<file path="src/rtl/gfr_pkg.sv">
package gfr_pkg;
   localparam int GFR_CODE_W   = 12;
   localparam int GFR_LFSR_W   = 16;
   localparam logic [15:0] GFR_LFSR_TAPS = 16'hB400;
   localparam logic [15:0] GFR_LFSR_SEED = 16'hACE1;

   typedef enum logic [1:0] {
      PATH_PASS   = 2'd0,
      PATH_BYPASS = 2'd1,
      PATH_KEEP   = 2'd2,
      PATH_LIFT   = 2'd3
   } gfr_path_e;
endpackage

</file>
<file path="src/rtl/gfr_lfsr.sv">
module gfr_lfsr #(
   parameter int              W    = 16,
   parameter logic [W-1:0]    TAPS = 16'hB400,
   parameter logic [W-1:0]    SEED = 16'hACE1
) (
   input  logic         clk,
   input  logic         rst,
   input  logic         adv,
   output logic [W-1:0] state
);
   if (SEED == '0) begin : g_bad_seed
      $error("gfr_lfsr: seed must be nonzero");
   end
   if (W < 3) begin : g_bad_width
      $error("gfr_lfsr: width too small");
   end

   logic [W-1:0] nxt;

   always_comb begin
      nxt = state >> 1;
      if (state[0]) nxt = nxt ^ TAPS;
   end

   always_ff @(posedge clk) begin
      if (rst)      state <= SEED;
      else if (adv) state <= nxt;
   end

   AST_LFSR_NONZERO: assert property (@(posedge clk) disable iff (rst)
      state != '0);
   AST_LFSR_HOLD: assert property (@(posedge clk) disable iff (rst)
      (!$past(rst) && !$past(adv)) |-> $stable(state));
endmodule

</file>
<file path="src/rtl/gfr_donor_detect.sv">
module gfr_donor_detect #(
   parameter int CODE_W   = 12,
   parameter int PERIOD_W = 4
) (
   input  logic [CODE_W-1:0]   code,
   input  logic [PERIOD_W-1:0] period_log2,
   input  logic [CODE_W-1:0]   offset,
   output logic                is_donor
);
   logic [CODE_W-1:0] mask;
   logic [CODE_W-1:0] target;
   logic [CODE_W-1:0] phase;
   logic              at_top;

   for (genvar i = 0; i < CODE_W; i++) begin : g_mask
      assign mask[i] = (period_log2 > PERIOD_W'(i));
   end

   assign at_top   = &code;
   assign target   = code + CODE_W'(1);
   assign phase    = target - offset;
   assign is_donor = !at_top && ((phase & mask) == '0);
endmodule

</file>
<file path="src/rtl/gap_fill_randomizer.sv">
module gap_fill_randomizer
   import gfr_pkg::*;
#(
   parameter int          CODE_W    = GFR_CODE_W,
   parameter int          PERIOD_W  = 4,
   parameter int          LFSR_W    = GFR_LFSR_W,
   parameter logic [15:0] LFSR_TAPS = GFR_LFSR_TAPS,
   parameter logic [15:0] LFSR_SEED = GFR_LFSR_SEED
) (
   input  logic                clk,
   input  logic                rst,
   input  logic                cfg_bypass,
   input  logic [PERIOD_W-1:0] cfg_period_log2,
   input  logic [CODE_W-1:0]   cfg_offset,
   input  logic                in_valid,
   input  logic [CODE_W-1:0]   in_code,
   output logic                out_valid,
   output logic [CODE_W-1:0]   out_code
);
   localparam int PERIOD_MIN_W = $clog2(CODE_W + 1);

   if (PERIOD_W < PERIOD_MIN_W) begin : g_bad_period_w
      $error("gap_fill_randomizer: PERIOD_W cannot span CODE_W");
   end
   if (LFSR_W != 16) begin : g_bad_lfsr_w
      $error("gap_fill_randomizer: tap set defined for 16 bits only");
   end

   logic [LFSR_W-1:0] rng_state;
   logic              rnd_bit;
   logic              donor;
   gfr_path_e         path;
   logic [CODE_W-1:0] code_nxt;

   gfr_lfsr #(
      .W    (LFSR_W),
      .TAPS (LFSR_TAPS[LFSR_W-1:0]),
      .SEED (LFSR_SEED[LFSR_W-1:0])
   ) i_lfsr (
      .clk   (clk),
      .rst   (rst),
      .adv   (in_valid),
      .state (rng_state)
   );

   gfr_donor_detect #(
      .CODE_W   (CODE_W),
      .PERIOD_W (PERIOD_W)
   ) i_detect (
      .code        (in_code),
      .period_log2 (cfg_period_log2),
      .offset      (cfg_offset),
      .is_donor    (donor)
   );

   assign rnd_bit = rng_state[0];

   always_comb begin
      if (cfg_bypass)   path = PATH_BYPASS;
      else if (!donor)  path = PATH_PASS;
      else if (rnd_bit) path = PATH_LIFT;
      else              path = PATH_KEEP;
   end

   always_comb begin
      unique case (path)
         PATH_LIFT: code_nxt = in_code + CODE_W'(1);
         default:   code_nxt = in_code;
      endcase
   end

   always_ff @(posedge clk) begin
      if (rst) begin
         out_valid <= 1'b0;
         out_code  <= '0;
      end else begin
         out_valid <= in_valid;
         if (in_valid) out_code <= code_nxt;
      end
   end

   AST_VALID_ALIGN: assert property (@(posedge clk) disable iff (rst)
      !$past(rst) |-> out_valid == $past(in_valid));
   AST_BYPASS_RAW: assert property (@(posedge clk) disable iff (rst)
      (!$past(rst) && $past(in_valid && cfg_bypass)) |-> out_code == $past(in_code));
   AST_NON_DONOR_PASS: assert property (@(posedge clk) disable iff (rst)
      (!$past(rst) && $past(in_valid && !donor)) |-> out_code == $past(in_code));
   AST_STEP_AT_MOST_ONE: assert property (@(posedge clk) disable iff (rst)
      (!$past(rst) && $past(in_valid)) |->
         (out_code == $past(in_code) || out_code == $past(in_code) + CODE_W'(1)));
   AST_IDLE_HOLD: assert property (@(posedge clk) disable iff (rst)
      (!$past(rst) && !$past(in_valid)) |-> $stable(out_code));
endmodule

</file>
<file path="config.mk">
export PLATFORM = sky130hd
export DESIGN_NAME = gap_fill_randomizer
export DESIGN_NICKNAME = d
export VERILOG_FILES = /design/src/rtl/gfr_pkg.sv /design/src/rtl/gfr_lfsr.sv /design/src/rtl/gfr_donor_detect.sv /design/src/rtl/gap_fill_randomizer.sv
export SDC_FILE = /design/constraint.sdc
export NUM_CORES = 1
export LEC_CHECK = 0
export BUFFER_PORTS_ARGS = -buffer_cell sky130_fd_sc_hd__buf_2
export CORE_MARGIN = 5
export CORE_UTILIZATION = 40
export DETAILED_ROUTE_END_ITERATION = 7
export SKIP_LAST_GASP = 1
export SLEW_MARGIN = 10
export SYNTH_ARGS = -nofsm -noshare
export SYNTH_HDL_FRONTEND = slang
export SYNTH_SLANG_ARGS = --single-unit
export TNS_END_PERCENT = 50
</file>
<file path="constraint.sdc">
create_clock -name clk -period 9.46 [get_ports clk]
set_input_delay 1.892 -clock clk [delete_from_list [all_inputs] [get_ports clk]]
set_output_delay 1.892 -clock clk [all_outputs]
set_load 0.02 [all_outputs]
</file>
Word level (Yosys, flattened, before mapping)
Index checks and enable logic that the tools add are counted.
- flip-flop bits (word level): 29
- output and inout bits: 13
- $add $sub $neg: 2
- magnitude comparators: 12
- equal/unequal tests: 1
- muxes and demuxes: 5
- bitwise logic cells: 2
- reduce and logical (&&, ||, !) cells: 4
- operators by type and width (operator ; number):
    $gt A4 B3 Y1 const B ; 4
    $gt A4 B4 Y1 const B ; 4
    $mux W16 ; 1
    $add A12 B1 Y12 const B ; 1
    $and A12 B12 Y12 ; 1
    $logic_not A12 Y1 ; 1
    $mux W12 ; 1
    $reduce_and A12 Y1 ; 1
    $sub A12 B12 Y12 ; 1
    $gt A4 B1 Y1 const B ; 2
    $gt A4 B2 Y1 const B ; 2
    $mux W2 ; 2
    $not A3 Y4 ; 1
    $eq A2 B2 Y1 const B ; 1
    $logic_and A1 B1 Y1 ; 1
    $logic_not A1 Y1 ; 1
    $mux W1 ; 1

Longest topological paths before layout
Gate-level depths: netlist of run 1.
- depth after elaboration: 9
- gate-level depth with buffers: 17
- depth with buffers taken out: 16

By module
Synthesis of run 1 repeated with hierarchy kept, for this count alone.
- cells, all modules: 250
- area, all modules: 2247.2 sq um
- modules (own cells, without submodules) (module ; times used ; cells each ; area each (sq um)):
    gfr_donor_detect ; 1 ; 106 ; 807.0
    gfr_lfsr ; 1 ; 69 ; 728.2
    gap_fill_randomizer ; 1 ; 75 ; 711.9

Worst setup path before layout of run 1
No wires, ideal clock.
- kind: in2reg
- start: input in_code[0]
- end: register out_code[10]
- arrival: 4845 ps
- slack: 4524 ps
- stages on the path: 17
- cell sequence: ha_1 > nand3_1 > or2_1 > inv_1 > nand3_1 > inv_1 > nand3_1 > xnor2_1 > ha_1 > and4_1 > a221oi_2 > xnor2_1 > a221oi_2 > a31oi_2 > buf_6 > or3_1 > a311oi_1
- longest elaborated chain between the ends: 9
- RTL lines (item ; line ; RTL):
    from (decl) ; gap_fill_randomizer.sv:16 ; input logic [CODE_W-1:0] in_code,
    $add A12 B1 Y12 ; gfr_donor_detect.sv:20, gap_fill_randomizer.sv:67 ;
    $sub A12 B12 Y12 ; gfr_donor_detect.sv:21 ; assign phase = target - offset;
    $and A12 B12 Y12 ; gfr_donor_detect.sv:22 ; assign is_donor = !at_top && ((phase & mask) == '0);
    $logic_not A12 Y1 ; gfr_donor_detect.sv:22 ;
    $logic_and A1 B1 Y1 ; gfr_donor_detect.sv:22 ;
    $mux W2 ; gap_fill_randomizer.sv:60 ; else if (!donor) path = PATH_PASS;
    $mux W2 ; gap_fill_randomizer.sv:59 ; if (cfg_bypass) path = PATH_BYPASS;
    $eq A2 B2 Y1 ; gap_fill_randomizer.sv:66 ; unique case (path)
    $mux W12 (*) ; gap_fill_randomizer.sv:66 ;
    to (signal assigned) ; gap_fill_randomizer.sv:78 ; if (in_valid) out_code <= code_nxt;
    to (decl) ; gap_fill_randomizer.sv:18 ; output logic [CODE_W-1:0] out_code
Mark *: on every way between the ends. The rest lies on a longest branch, timed or not.
A chain may end at the register's enable or synchronous reset.

Final worst setup path of run 1
- start: input in_code[0]
- end: register out_code[11]
Same word-level chain as after synthesis.

==> results of run 1 <==
[cell usage after synthesis, types with 3 or more instances]
cell	count	area, um^2
a211o_1	6	52.55
a21oi_1	10	50.05
a311oi_1	11	96.34
and3_1	5	31.28
clkbuf_1	11	41.29
dfxtp_1	29	580.6
ha_1	12	150.1
inv_1	16	60.06
mux2i_1	9	90.09
nand2_1	4	15.01
nand3_1	11	55.05
nor2_1	28	105.1
nor2b_1	6	37.54
nor3_1	6	30.03
o21ai_0	15	75.07
or2_2	3	18.77
or3_1	10	62.56
xnor2_1	17	148.9
xor2_1	6	52.55
[worst register-to-register path, stage by stage, from the launching register on]
cell and delay [ns]:
dfxtp_1 0.50, and4b_1 0.25, o2111ai_1 0.13, nor3_1 0.29
a31oi_2 0.36, or3_1 0.45, a311oi_1 0.24
[registers in the layout, summed over array words and instances (netlist names)]
register and count:
out_code 12, i_lfsr.state 16, out_valid 1
[metrics by stage]
step / worst slack [ns] / hold WS, ns / util [%] / instance area, um^2 / std cells
finish: 4.072 / 0.4585 / 47.17 / 2379 / 356
global route: 3.676 / 0.4866 / 47.17 / 2379 / 356
CTS: 4.054 / 0.4639 / 47.17 / 2379 / 356
detailed placement: 3.788 / 0.4526 / 45.46 / 2292 / 349
global placement: 3.836 / 0.4470 / 45.46 / 2292 / 349
floorplan: 4.524 / 0.4314 / - / 2044 / 249
[cell usage in the layout (no fill, tap or decap), types with 6 or more instances in the layout]
cell      count
buf_2        44
dfxtp_1      29
nor2_1       28
xnor2_1      17
inv_1        16
o21ai_0      15
ha_1         12
nand3_1      11
a311oi_1     11
a21oi_1      10
or3_1        10
mux2i_1       9
xor2_1        6
a211o_1       6
nor2b_1       6
nor3_1        6
clkbuf_8      6
[report_power, final]
| part | internal (mW) | leakage, nW | switching, mW | total [mW] |
|---|---|---|---|---|
| clock network | 0.0575 | 0.0443 | 0.0418 | 0.0993 |
| logic | 0.0410 | 0.771 | 0.0524 | 0.0934 |
| registers | 0.131 | 0.241 | 0.00473 | 0.135 |
[logic make-up after synthesis]
logic type               count (synthesis)
AND/OR/NAND/NOR                         84
AO/OA/AOI/OAI                           61
buffers and inverters                   30
flip-flops                              29
XOR/XNOR                                23
adder cells (fa/ha/maj)                 13
multiplexers                             9
[how the worst max path moves through the flow]
stage,startpoint,slack (ns),depth (start not counted),endpoint
final,in_code[0],4.07,17,out_code[11]
after global routing,in_code[0],3.68,17,out_code[11]
after CTS,in_code[0],4.05,17,out_code[11]
after detailed placement,in_code[0],3.79,17,out_code[11]
after global placement,in_code[0],3.84,17,out_code[11]
after floorplan,in_code[0],4.52,17,out_code[10]
[routing by layer]
metal	routed length [um]	global-route usage, %
met2	2039	24.02
met4	88	6.081
met5	0	0
met3	183	2.522
met1	2229	18.29
[layout make-up]
class	instances	area share [%]
clock buffer	7	3.630
timing repair buffer	44	9.258
inverter	16	2.525
sequential	29	24.41
multi-input combinational	190	56.50
tap	70	3.682
==> flow_metrics.py, run 1 <==
metrics = {
    "run_status": {
        "status": "complete, no violations",
    },
    "drt": {
        "postRouteWirelength_mm": 4.541,
        "vias_per_cell": 5.171,
        "first_iter_violations": 79,
        "remaining_drc_errors": 0,
        "route.antenna.remaining_nets": 0,
        "drtPass1Iterations": 4,
        "routedWlPerCell_um": 12.76,
        "vias": 1841,
    },
    "timing": {
        "setup_tns_ns": 0,
        "max_freq_mhz": 185.6,
        "worst_slew_pin_slew_ns": 0.8528,
        "drv_slew": 0,
        "period_share_pct": 56.96,
        "rsz0062_at_grt": "no",
        "setup-violations-final": 0,
        "max_slew_margin_pct": 43.15,
        "finalHoldViolations": 0,
        "finClkSkew_ns": 0.002746,
        "post-route-min-period_ns": 5.388,
    },
    "setup_path": {
        "crit_top_cell": "nand3_1",
        "reg2reg_depth": 6,
        "r2r_start": "i_lfsr.state[0]",
        "setup.worst_path.end_class": "flip-flop",
        "cp.buffers_inverters": 3,
        "start_kind": "input pin",
        "path_delay_family": "simple AND/OR/NAND/NOR gates",
        "cpPeakStageDelay_ns": 0.45,
        "critical_path_class": "input pin to flip-flop",
        "cpMaxStageDelayCell": "or3_1",
        "crit_path_max_fanout": 23,
        "crit_path_cell_trace": "buf_2 > ha_1 > nand3_1 > or2_1 > inv_1 > nand3_1 > inv_1 > nand3_1 > xnor2_1 > ha_1 > and4_1 > a221oi_2 > xnor2_1 > a221oi_2 > a31oi_2 > or3_1 > a311oi_1",
        "r2r_setup_slack_ns": 7.16,
        "worstPathArrival_ns": 5.57,
        "rr_endpoint": "out_code[11]",
        "cp_data_required_time_ns": 9.64,
    },
    "logic_synthesis": {
        "synthCells": 249,
        "synthMuxAreaShare_pct": 4.406,
        "synth-async-reset-ratio_pct": 0,
        "ys_types": 46,
        "synth_seq_cells": 29,
        "synth_compound_gate_area_share_pct": 21.91,
        "ys_warn_count": 0,
        "synth-edff-count": 0,
        "netlist_area_mm2": 0.002044,
        "synthFlopType": "dfxtp_1",
        "synth_top_family_by_area": "compound AO/OA/AOI/OAI gates",
        "yosys.area_share.adder_pct": 8.323,
        "synth_fp_nets": 294,
        "synth-xor-area-share_pct": 9.853,
        "synth.avg_cell_area_um2": 8.211,
        "yosysSeqAreaShare_pct": 28.40,
        "yosys.area_share.simple_pct": 21.24,
    },
    "clock_network": {
        "cts_hold_buf": 0,
        "post_cts_resized": 0,
        "cts_buffer_depth": 2,
        "clk_latency_ns": 0.27,
        "clk_pin_slew_worst_paths_ns": 0.05,
        "clock_sinks": 29,
        "numCtsBuffers": 5,
        "cts_setup_buffers": 0,
        "cts_tree": "yes",
        "cts_root_buf": "clkbuf_8",
        "cts_max_level": 2,
    },
    "final_layout": {
        "fin_nets": 331,
        "multiInputGateArea_mm2": 0.001344,
        "drive_gt1_share_pct": 20.63,
        "fillCellCount": 524,
        "seq_area_um2": 580.6,
        "syn_to_final_growth_pct": 16.34,
        "num_antenna_cells": 0,
    },
    "hold_path": {
        "worstHoldStart": "i_lfsr.state[6]",
        "holdPathEnd": "i_lfsr.state[5]",
        "min_path_type": "flip-flop to flip-flop",
        "min_delay_path_depth": 1,
    },
    "die": {
        "pin_count": 45,
        "core-area_mm2": 0.005042,
        "rows": 26,
        "die-area_mm2": 0.006641,
        "die_h_um": 81.49,
        "dieWidth_um": 81.49,
        "start_util_pct": 40.55,
    },
    "run": {
        "cap_violations": 0,
    },
    "grt": {
        "gr-usage-all-layers_pct": 14.43,
        "grt_pass1_wl_mm": 7.569,
        "grt_pass1_vias": 1731,
        "antenna_found_initial": 0,
        "grt_max_degree": 50,
        "grt-ovfl-total": 0,
    },
    "power_and_ir_drop": {
        "ir_worst_vdd_mv": 0.06984,
        "report.power.total_mw": 0.3282,
        "leakagePower_nw": 1.056,
        "power.density_mw_per_mm2": 138.0,
    },
    "placement": {
        "port_buffers": 44,
        "gp_congestion": 0.8206,
        "place_hpwl_mm": 3.452,
    },
}
Power figures use the tool's default switching activity.
==> inputs of run 2 (changes only) <==
--- a/config.mk
+++ b/config.mk
@@ -5,6 +5,7 @@
 export SDC_FILE = /design/constraint.sdc
 export NUM_CORES = 1
 export LEC_CHECK = 0
+export ABC_AREA = 1
 export BUFFER_PORTS_ARGS = -buffer_cell sky130_fd_sc_hd__buf_2
 export CORE_MARGIN = 5
 export CORE_UTILIZATION = 40
==> constraint.sdc (replaced) <==
create_clock -name clk -period 4.6 [get_ports clk]
set_input_delay 0.92 -clock clk [delete_from_list [all_inputs] [get_ports clk]]
set_output_delay 0.92 -clock clk [all_outputs]
set_load 0.02 [all_outputs]
==> run 2 against run 1 <==
Synthesized cell count is 59% higher. Register-to-register slack worse by 4.6 ns. Critical endpoint unchanged. Critical path type unchanged. Global-route usage is 2.1 points higher.
==> flow_metrics.py, run 2 <==
metrics = {
    "run_status": {
        "status": "complete, no violations",
    },
    "timing": {
        "rsz0062_at_grt": "no",
        "post-route-min-period_ns": 3.651,
        "finClkSkew_ns": 0.007883,
        "max_slew_margin_pct": 43.71,
        "worst_slew_pin_slew_ns": 0.8434,
        "drv_slew": 0,
        "finalHoldViolations": 0,
        "setup_tns_ns": 0,
        "max_freq_mhz": 273.9,
        "period_share_pct": 79.37,
        "setup-violations-final": 0,
    },
    "final_layout": {
        "num_antenna_cells": 0,
        "fillCellCount": 651,
        "fin_nets": 482,
        "syn_to_final_growth_pct": 15.07,
        "layout_commonest_cell": "nand2_1",
        "drive_gt1_share_pct": 14.84,
        "layout_common_cells": "107 x nand2_1, 68 x inv_1, 44 x buf_2, 41 x nand3_1, 39 x nor2_1",
        "largest_reg_flops": 16,
        "design_area_mm2": 0.002714,
        "multiInputGateArea_mm2": 0.001455,
        "top_register": "i_lfsr.state",
        "seq_area_um2": 580.6,
        "reg.largest.list": "i_lfsr.state: 16 flops, out_code: 12 flops, out_valid: 1 flops",
    },
    "die": {
        "die_h_um": 86.79,
        "start_util_pct": 40.56,
        "pin_count": 45,
        "rows": 28,
        "dieWidth_um": 86.79,
        "core-area_mm2": 0.005816,
        "die-area_mm2": 0.007532,
    },
    "logic_synthesis": {
        "synthCells": 397,
        "synth_top_family_by_area": "simple AND/OR/NAND/NOR gates",
        "yosys-top-cells-area": "dfxtp_1 25%, nand2_1 17%, inv_1 11%",
        "synth.avg_cell_area_um2": 5.941,
        "yosysTopAreaCell": "dfxtp_1",
        "synth-edff-count": 0,
        "yosys.area_share.adder_pct": 7.215,
        "synth-xor-area-share_pct": 2.971,
        "synthFlopType": "dfxtp_1",
        "synthMuxAreaShare_pct": 0,
        "ys_types": 30,
        "yosysSeqAreaShare_pct": 24.62,
        "yosys.area_share.simple_pct": 40.27,
        "synth-async-reset-ratio_pct": 0,
        "synth_fp_nets": 442,
        "synth_top_area_share_pct": 24.62,
        "yosysMostFrequentCell": "nand2_1",
        "netlist_area_mm2": 0.002359,
        "synth_seq_cells": 29,
        "synth_compound_gate_area_share_pct": 11.25,
        "netlist_top_cells_count": "107 x nand2_1, 68 x inv_1, 41 x nand3_1",
        "ys_warn_count": 0,
    },
    "grt": {
        "top_usage_layer": "met2",
        "antenna_found_initial": 0,
        "grt_pass1_wl_mm": 10.16,
        "gr-usage-all-layers_pct": 16.49,
        "grt_use_met3_pct": 2.186,
        "grt_max_degree": 31,
        "grt_pass1_vias": 2268,
        "use_met1_pct": 22.43,
        "grt-ovfl-total": 0,
        "grt.met2_usage_pct": 26.98,
    },
    "clock_network": {
        "clk_pin_slew_worst_paths_ns": 0.06,
        "numCtsBuffers": 5,
        "clock_sinks": 29,
        "post_cts_resized": 0,
        "cts_hold_buf": 0,
        "cts_root_buf": "clkbuf_8",
        "clk_latency_ns": 0.28,
        "cts_buffer_depth": 2,
        "cts_max_level": 2,
        "cts_setup_buffers": 0,
        "cts_tree": "yes",
    },
    "hold_path": {
        "min_path_type": "flip-flop to flip-flop",
    },
    "setup_path": {
        "setup.worst_path.end_class": "flip-flop",
        "crit_end": "out_code[11]",
        "start_kind": "input pin",
        "critical_path_class": "input pin to flip-flop",
        "critPathLaunch": "in_code[0]",
        "rr_endpoint": "out_code[11]",
        "r2r_setup_slack_ns": 2.57,
        "worstPathArrival_ns": 3.85,
        "crit_path_max_fanout": 12,
        "cp_data_required_time_ns": 4.80,
        "reg2reg_depth": 12,
        "r2r_start": "i_lfsr.state[0]",
    },
    "drt": {
        "postRouteWirelength_mm": 5.966,
        "route.antenna.remaining_nets": 0,
        "vias_per_cell": 4.881,
        "drtPass1Iterations": 4,
        "routedWlPerCell_um": 11.63,
        "first_iter_violations": 148,
        "remaining_drc_errors": 0,
        "vias": 2504,
    },
    "power_and_ir_drop": {
        "power.density_mw_per_mm2": 258.5,
        "ir_worst_vdd_mv": 0.1737,
        "comb_power_share_pct": 31.6,
        "leakagePower_nw": 1.495,
        "p_int_mw": 0.4528,
        "clkPwrFrac_pct": 28.8,
        "sw_frac_of_total_pct": 35.44,
        "pwr-share-seq_pct": 39.5,
        "p_switching_mw": 0.2486,
    },
    "placement": {
        "port_buffers": 44,
        "placed_cell_area_mm2": 0.002628,
        "place_hpwl_mm": 4.845,
        "gp_congestion": 0.8858,
    },
    "run": {
        "cap_violations": 0,
    },
}
run 2: cell types whose count changed in the layout (fill, tap and decap cells not counted), moves of 11 or more:
cell and change:
nand3_1 +30, a21oi_1 +15, nand2_1 +103, xnor2_1 -16, nor2_1 +11, nand4_1 +16, inv_1 +52, a311oi_1 -11
run 2: area by class of cell:
class / count / share of cell area (%)
multi-input cells: 285 / 53.62
well taps: 75 / 3.458
repair buffers: 46 / 8.668
inverters: 70 / 9.682
flip-flops and latches: 29 / 21.39
clock inverters: 3 / 0.6455
clock buffers: 5 / 2.536
run 2: kinds of logic after synthesis:
kind of cell	after synthesis
buffers and inverters	83
AND/OR/NAND/NOR	215
flip-flops	29
AO/OA/AOI/OAI	49
XOR/XNOR	8
adder cells (fa/ha/maj)	13
run 2: power groups by stage:
stage | Sequential (mW) | Combinational, mW | Clock, mW
after global placement | 0.283 | 0.222 | 0
final | 0.277 | 0.222 | 0.202
after floorplan | 0.290 | 0.153 | 0
after CTS | 0.277 | 0.223 | 0.208
after detailed placement | 0.283 | 0.223 | 0
after global routing | 0.279 | 0.256 | 0.219
run 2: critical path: stages:
cell	delay, ns
buf_2	0.13
ha_1	0.17
nand2_1	0.08
nor2_1	0.14
inv_1	0.10
nor2_1	0.12
nand2_1	0.08
xor2_1	0.22
inv_1	0.08
ha_1	0.33
nand2_1	0.10
inv_1	0.04
a21oi_1	0.21
nand3_1	0.12
nand2_1	0.07
a21boi_1	0.07
nor2_2	0.26
nand3_2	0.26
nand2_1	0.12
nand3_1	0.09
a21oi_1	0.15
run 2: layer usage:
layer / vias to the layer above / share of wire, %
met5: - / 0
met4: 0 / 1.2
met3: 6 / 4.8
met2: 59 / 46
met1: 1100 / 48
li1: 1339 / -
run 2: metrics by stage:
step	total power, mW	std cells	utilization [%]	hold WS [ns]	setup WS (ns)
final	0.7014	513	46.67	0.4623	0.9492
after CTS	0.7085	513	46.67	0.4621	0.9788
after global routing	0.7550	513	46.67	0.4781	0.4624
after global placement	0.5042	505	45.18	0.4456	0.7787
after detailed placement	0.5055	505	45.18	0.4474	0.7055
after floorplan	0.4430	397	-	0.4292	1.339
run 2: worst min-delay path by stage:
stage	cells past startpoint	from	slack, ns	end
after floorplan	2	i_lfsr.state[6]	0.43	i_lfsr.state[6]
after global placement	2	i_lfsr.state[5]	0.45	i_lfsr.state[5]
after detailed placement	2	i_lfsr.state[7]	0.45	i_lfsr.state[7]
after CTS	2	out_code[3]	0.46	out_code[3]
after global routing	2	out_code[3]	0.48	out_code[3]
final	2	out_code[8]	0.46	out_code[8]
==> inputs of run 3 (changes only) <==
==> constraint.sdc (replaced) <==
create_clock -name clk -period 3.1 [get_ports clk]
set_input_delay 0.62 -clock clk [delete_from_list [all_inputs] [get_ports clk]]
set_output_delay 0.62 -clock clk [all_outputs]
set_load 0.02 [all_outputs]
==> run 3 against run 2 <==
Register-to-register slack worse by 1.4 ns. Worst setup slack got worse by 0.90 ns. Non-clock buffer count grew 28. Clock skew down 0.0056 ns. Clock-buffer cell count is the same.
==> flow_metrics.py, run 3 (synthesis gave the netlist of run 2 again) <==
metrics = {
    "power_and_ir_drop": {
        "power.density_mw_per_mm2": 408.5,
        "report.power.total_mw": 1.302,
        "ir_worst_vdd_mv": 0.3522,
        "leakagePower_nw": 1.677,
    },
    "final_layout": {
        "layout_common_cells": "103 x nand2_1, 67 x inv_1, 44 x buf_2, 36 x nand3_1, 35 x nor2_1",
        "fin_nets": 511,
        "top_register": "i_lfsr.state",
        "drive_gt1_share_pct": 25.91,
        "reg.largest.list": "i_lfsr.state: 16 flops, out_code: 12 flops, out_valid: 1 flops",
        "layout_commonest_cell": "nand2_1",
        "num_antenna_cells": 0,
        "syn_to_final_growth_pct": 35.12,
        "largest_reg_flops": 16,
        "design_area_mm2": 0.003187,
    },
    "setup_path": {
        "start_kind": "input pin",
        "r2r_setup_slack_ns": 1.20,
        "cpMaxStageDelayCell": "ha_1",
        "cp_data_required_time_ns": 3.26,
        "critPathLaunch": "in_code[0]",
        "crit_top_cell": "nand3_1",
        "crit_path_max_fanout": 12,
        "r2r_start": "i_lfsr.state[0]",
        "cpPeakStageDelay_ns": 0.29,
        "worstPathArrival_ns": 3.21,
        "critical_path_class": "input pin to flip-flop",
        "rr_endpoint": "out_code[9]",
        "crit_path_cell_trace": "buf_2 > ha_4 > nand2_2 > nor2_2 > inv_2 > o21ai_0 > o21a_1 > ha_1 > nand2_2 > inv_1 > a21oi_2 > nand3_1 > nand3_1 > nand3_2 > nor2_4 > buf_12 > nand4_1 > nand3_1 > a21oi_2",
        "reg2reg_depth": 12,
        "path_delay_family": "simple AND/OR/NAND/NOR gates",
        "cp.buffers_inverters": 4,
        "setup.worst_path.end_class": "flip-flop",
    },
    "placement": {
        "place_hpwl_mm": 5.103,
        "placed_cell_area_mm2": 0.002828,
        "gp_congestion": 0.9107,
        "dp_slack_ns": -0.3157,
        "port_buffers": 44,
    },
    "die": {
        "start_util_pct": 40.56,
        "die-area_mm2": 0.007532,
        "rows": 28,
        "core-area_mm2": 0.005816,
        "dieWidth_um": 86.79,
        "die_h_um": 86.79,
        "pin_count": 45,
    },
    "hold_path": {
        "worstHoldStart": "i_lfsr.state[5]",
        "holdPathEnd": "i_lfsr.state[5]",
        "min_path_type": "flip-flop to flip-flop",
        "min_delay_path_depth": 2,
    },
    "timing": {
        "hold_ws_ns": 0.4577,
        "drv_slew": 0,
        "worst_slew_pin_slew_ns": 0.8301,
        "max_freq_mhz": 327.8,
        "period_share_pct": 98.42,
        "max_slew_margin_pct": 44.60,
        "post-route-min-period_ns": 3.051,
        "setup-violations-final": 0,
        "worst_slack_ns": 0.04896,
        "finClkSkew_ns": 0.002243,
        "finalHoldViolations": 0,
    },
    "drt": {
        "vias_per_cell": 4.993,
        "drtPass1Iterations": 5,
        "route.antenna.remaining_nets": 0,
        "postRouteWirelength_mm": 6.772,
        "remaining_drc_errors": 0,
        "first_iter_violations": 152,
        "vias": 2706,
        "routedWlPerCell_um": 12.49,
    },
    "clock_network": {
        "clk_pin_slew_worst_paths_ns": 0.07,
        "clock_sinks": 29,
        "cts_root_buf": "clkbuf_8",
        "cts_buffer_depth": 2,
        "numCtsBuffers": 5,
        "cts_max_level": 2,
        "cts_tree": "yes",
        "cts_hold_buf": 0,
        "clk_latency_ns": 0.28,
    },
    "grt": {
        "antenna_found_initial": 0,
        "grt-ovfl-total": 0,
        "grt_pass1_wl_mm": 10.70,
        "grt_max_degree": 31,
        "grt_pass1_vias": 2460,
        "gr-usage-all-layers_pct": 17.47,
    },
    "run": {
        "cap_violations": 0,
    },
    "run_status": {
        "status": "complete, no violations",
    },
}
run 3: changes by cell type in the layout (fill, tap and decap cells not counted), moves of 5 or more:
cell,delta
a21oi_2,+5
nand3_1,-5
a21oi_1,-6
buf_4,+24
run 3: report_power, final:
part / leakage, nW / switching [mW] / internal (mW)
Combinational: 1.37 / 0.248 / 0.173
Sequential: 0.241 / 0.0135 / 0.398
Clock: 0.0681 / 0.150 / 0.319
run 3: routing by layer:
layer	global-route usage, %	vias to the layer above	share of wire, %
met5	0	-	0
met4	5.241	0	1.7
met3	2.091	14	5.1
met2	30.78	77	50
met1	22.07	1215	44
li1	-	1400	-
run 3: layout make-up:
class,count,area (um^2)
tap,75,93.84
clock buffer,5,68.82
multi-input combinational,286,1647
fill,604,2629
clock inverter,3,65.06
timing repair buffer,74,469.2
inverter,70,262.8
sequential,29,580.6
run 3: repair_timing:
| action | 4_1_cts | 5_1_grt |
|---|---|---|
| buffers inserted | 0 | 2 |
| setup endpoints to repair | 6 | 12 |
| hold endpoints to repair | 0 | 0 |
| gates cloned | 0 | 2 |
| gates resized for setup | 1 | 39 |
| pin swaps | 0 | 13 |
run 3: per-stage QoR:
| stage | TNS [ns] | util [%] | std cells |
|---|---|---|---|
| 3_5_place_dp | -3.344 | 48.62 | 530 |
| 6_report | 0 | 54.80 | 542 |
| 2_1_floorplan | 0 | - | 397 |
| 5_1_grt | -1.230 | 54.80 | 542 |
| 3_3_place_gp | -3.040 | 48.62 | 530 |
| 4_1_cts | -0.0004730 | 51.05 | 538 |
run 3: how the worst max path moves through the flow:
stage / end / slack [ns] / cells past startpoint
floorplan: out_code[2] / 0.14 / 21
global placement: out_code[11] / -0.28 / 18
detailed placement: out_code[6] / -0.32 / 22
CTS: out_code[9] / -0.0005 / 22
global route: out_code[1] / -0.12 / 19
finish: out_code[9] / 0.05 / 19
run 3: worst register-to-register path, cell delays in order (launching register included):
cell	delay [ns]
dfxtp_1	0.44
inv_2	0.08
nor2_1	0.09
o21ai_1	0.07
a21oi_1	0.12
nand2_1	0.07
nor2_1	0.13
nand3_2	0.10
nor2_4	0.24
buf_12	0.17
nand4_1	0.11
nand3_1	0.12
a21oi_2	0.06
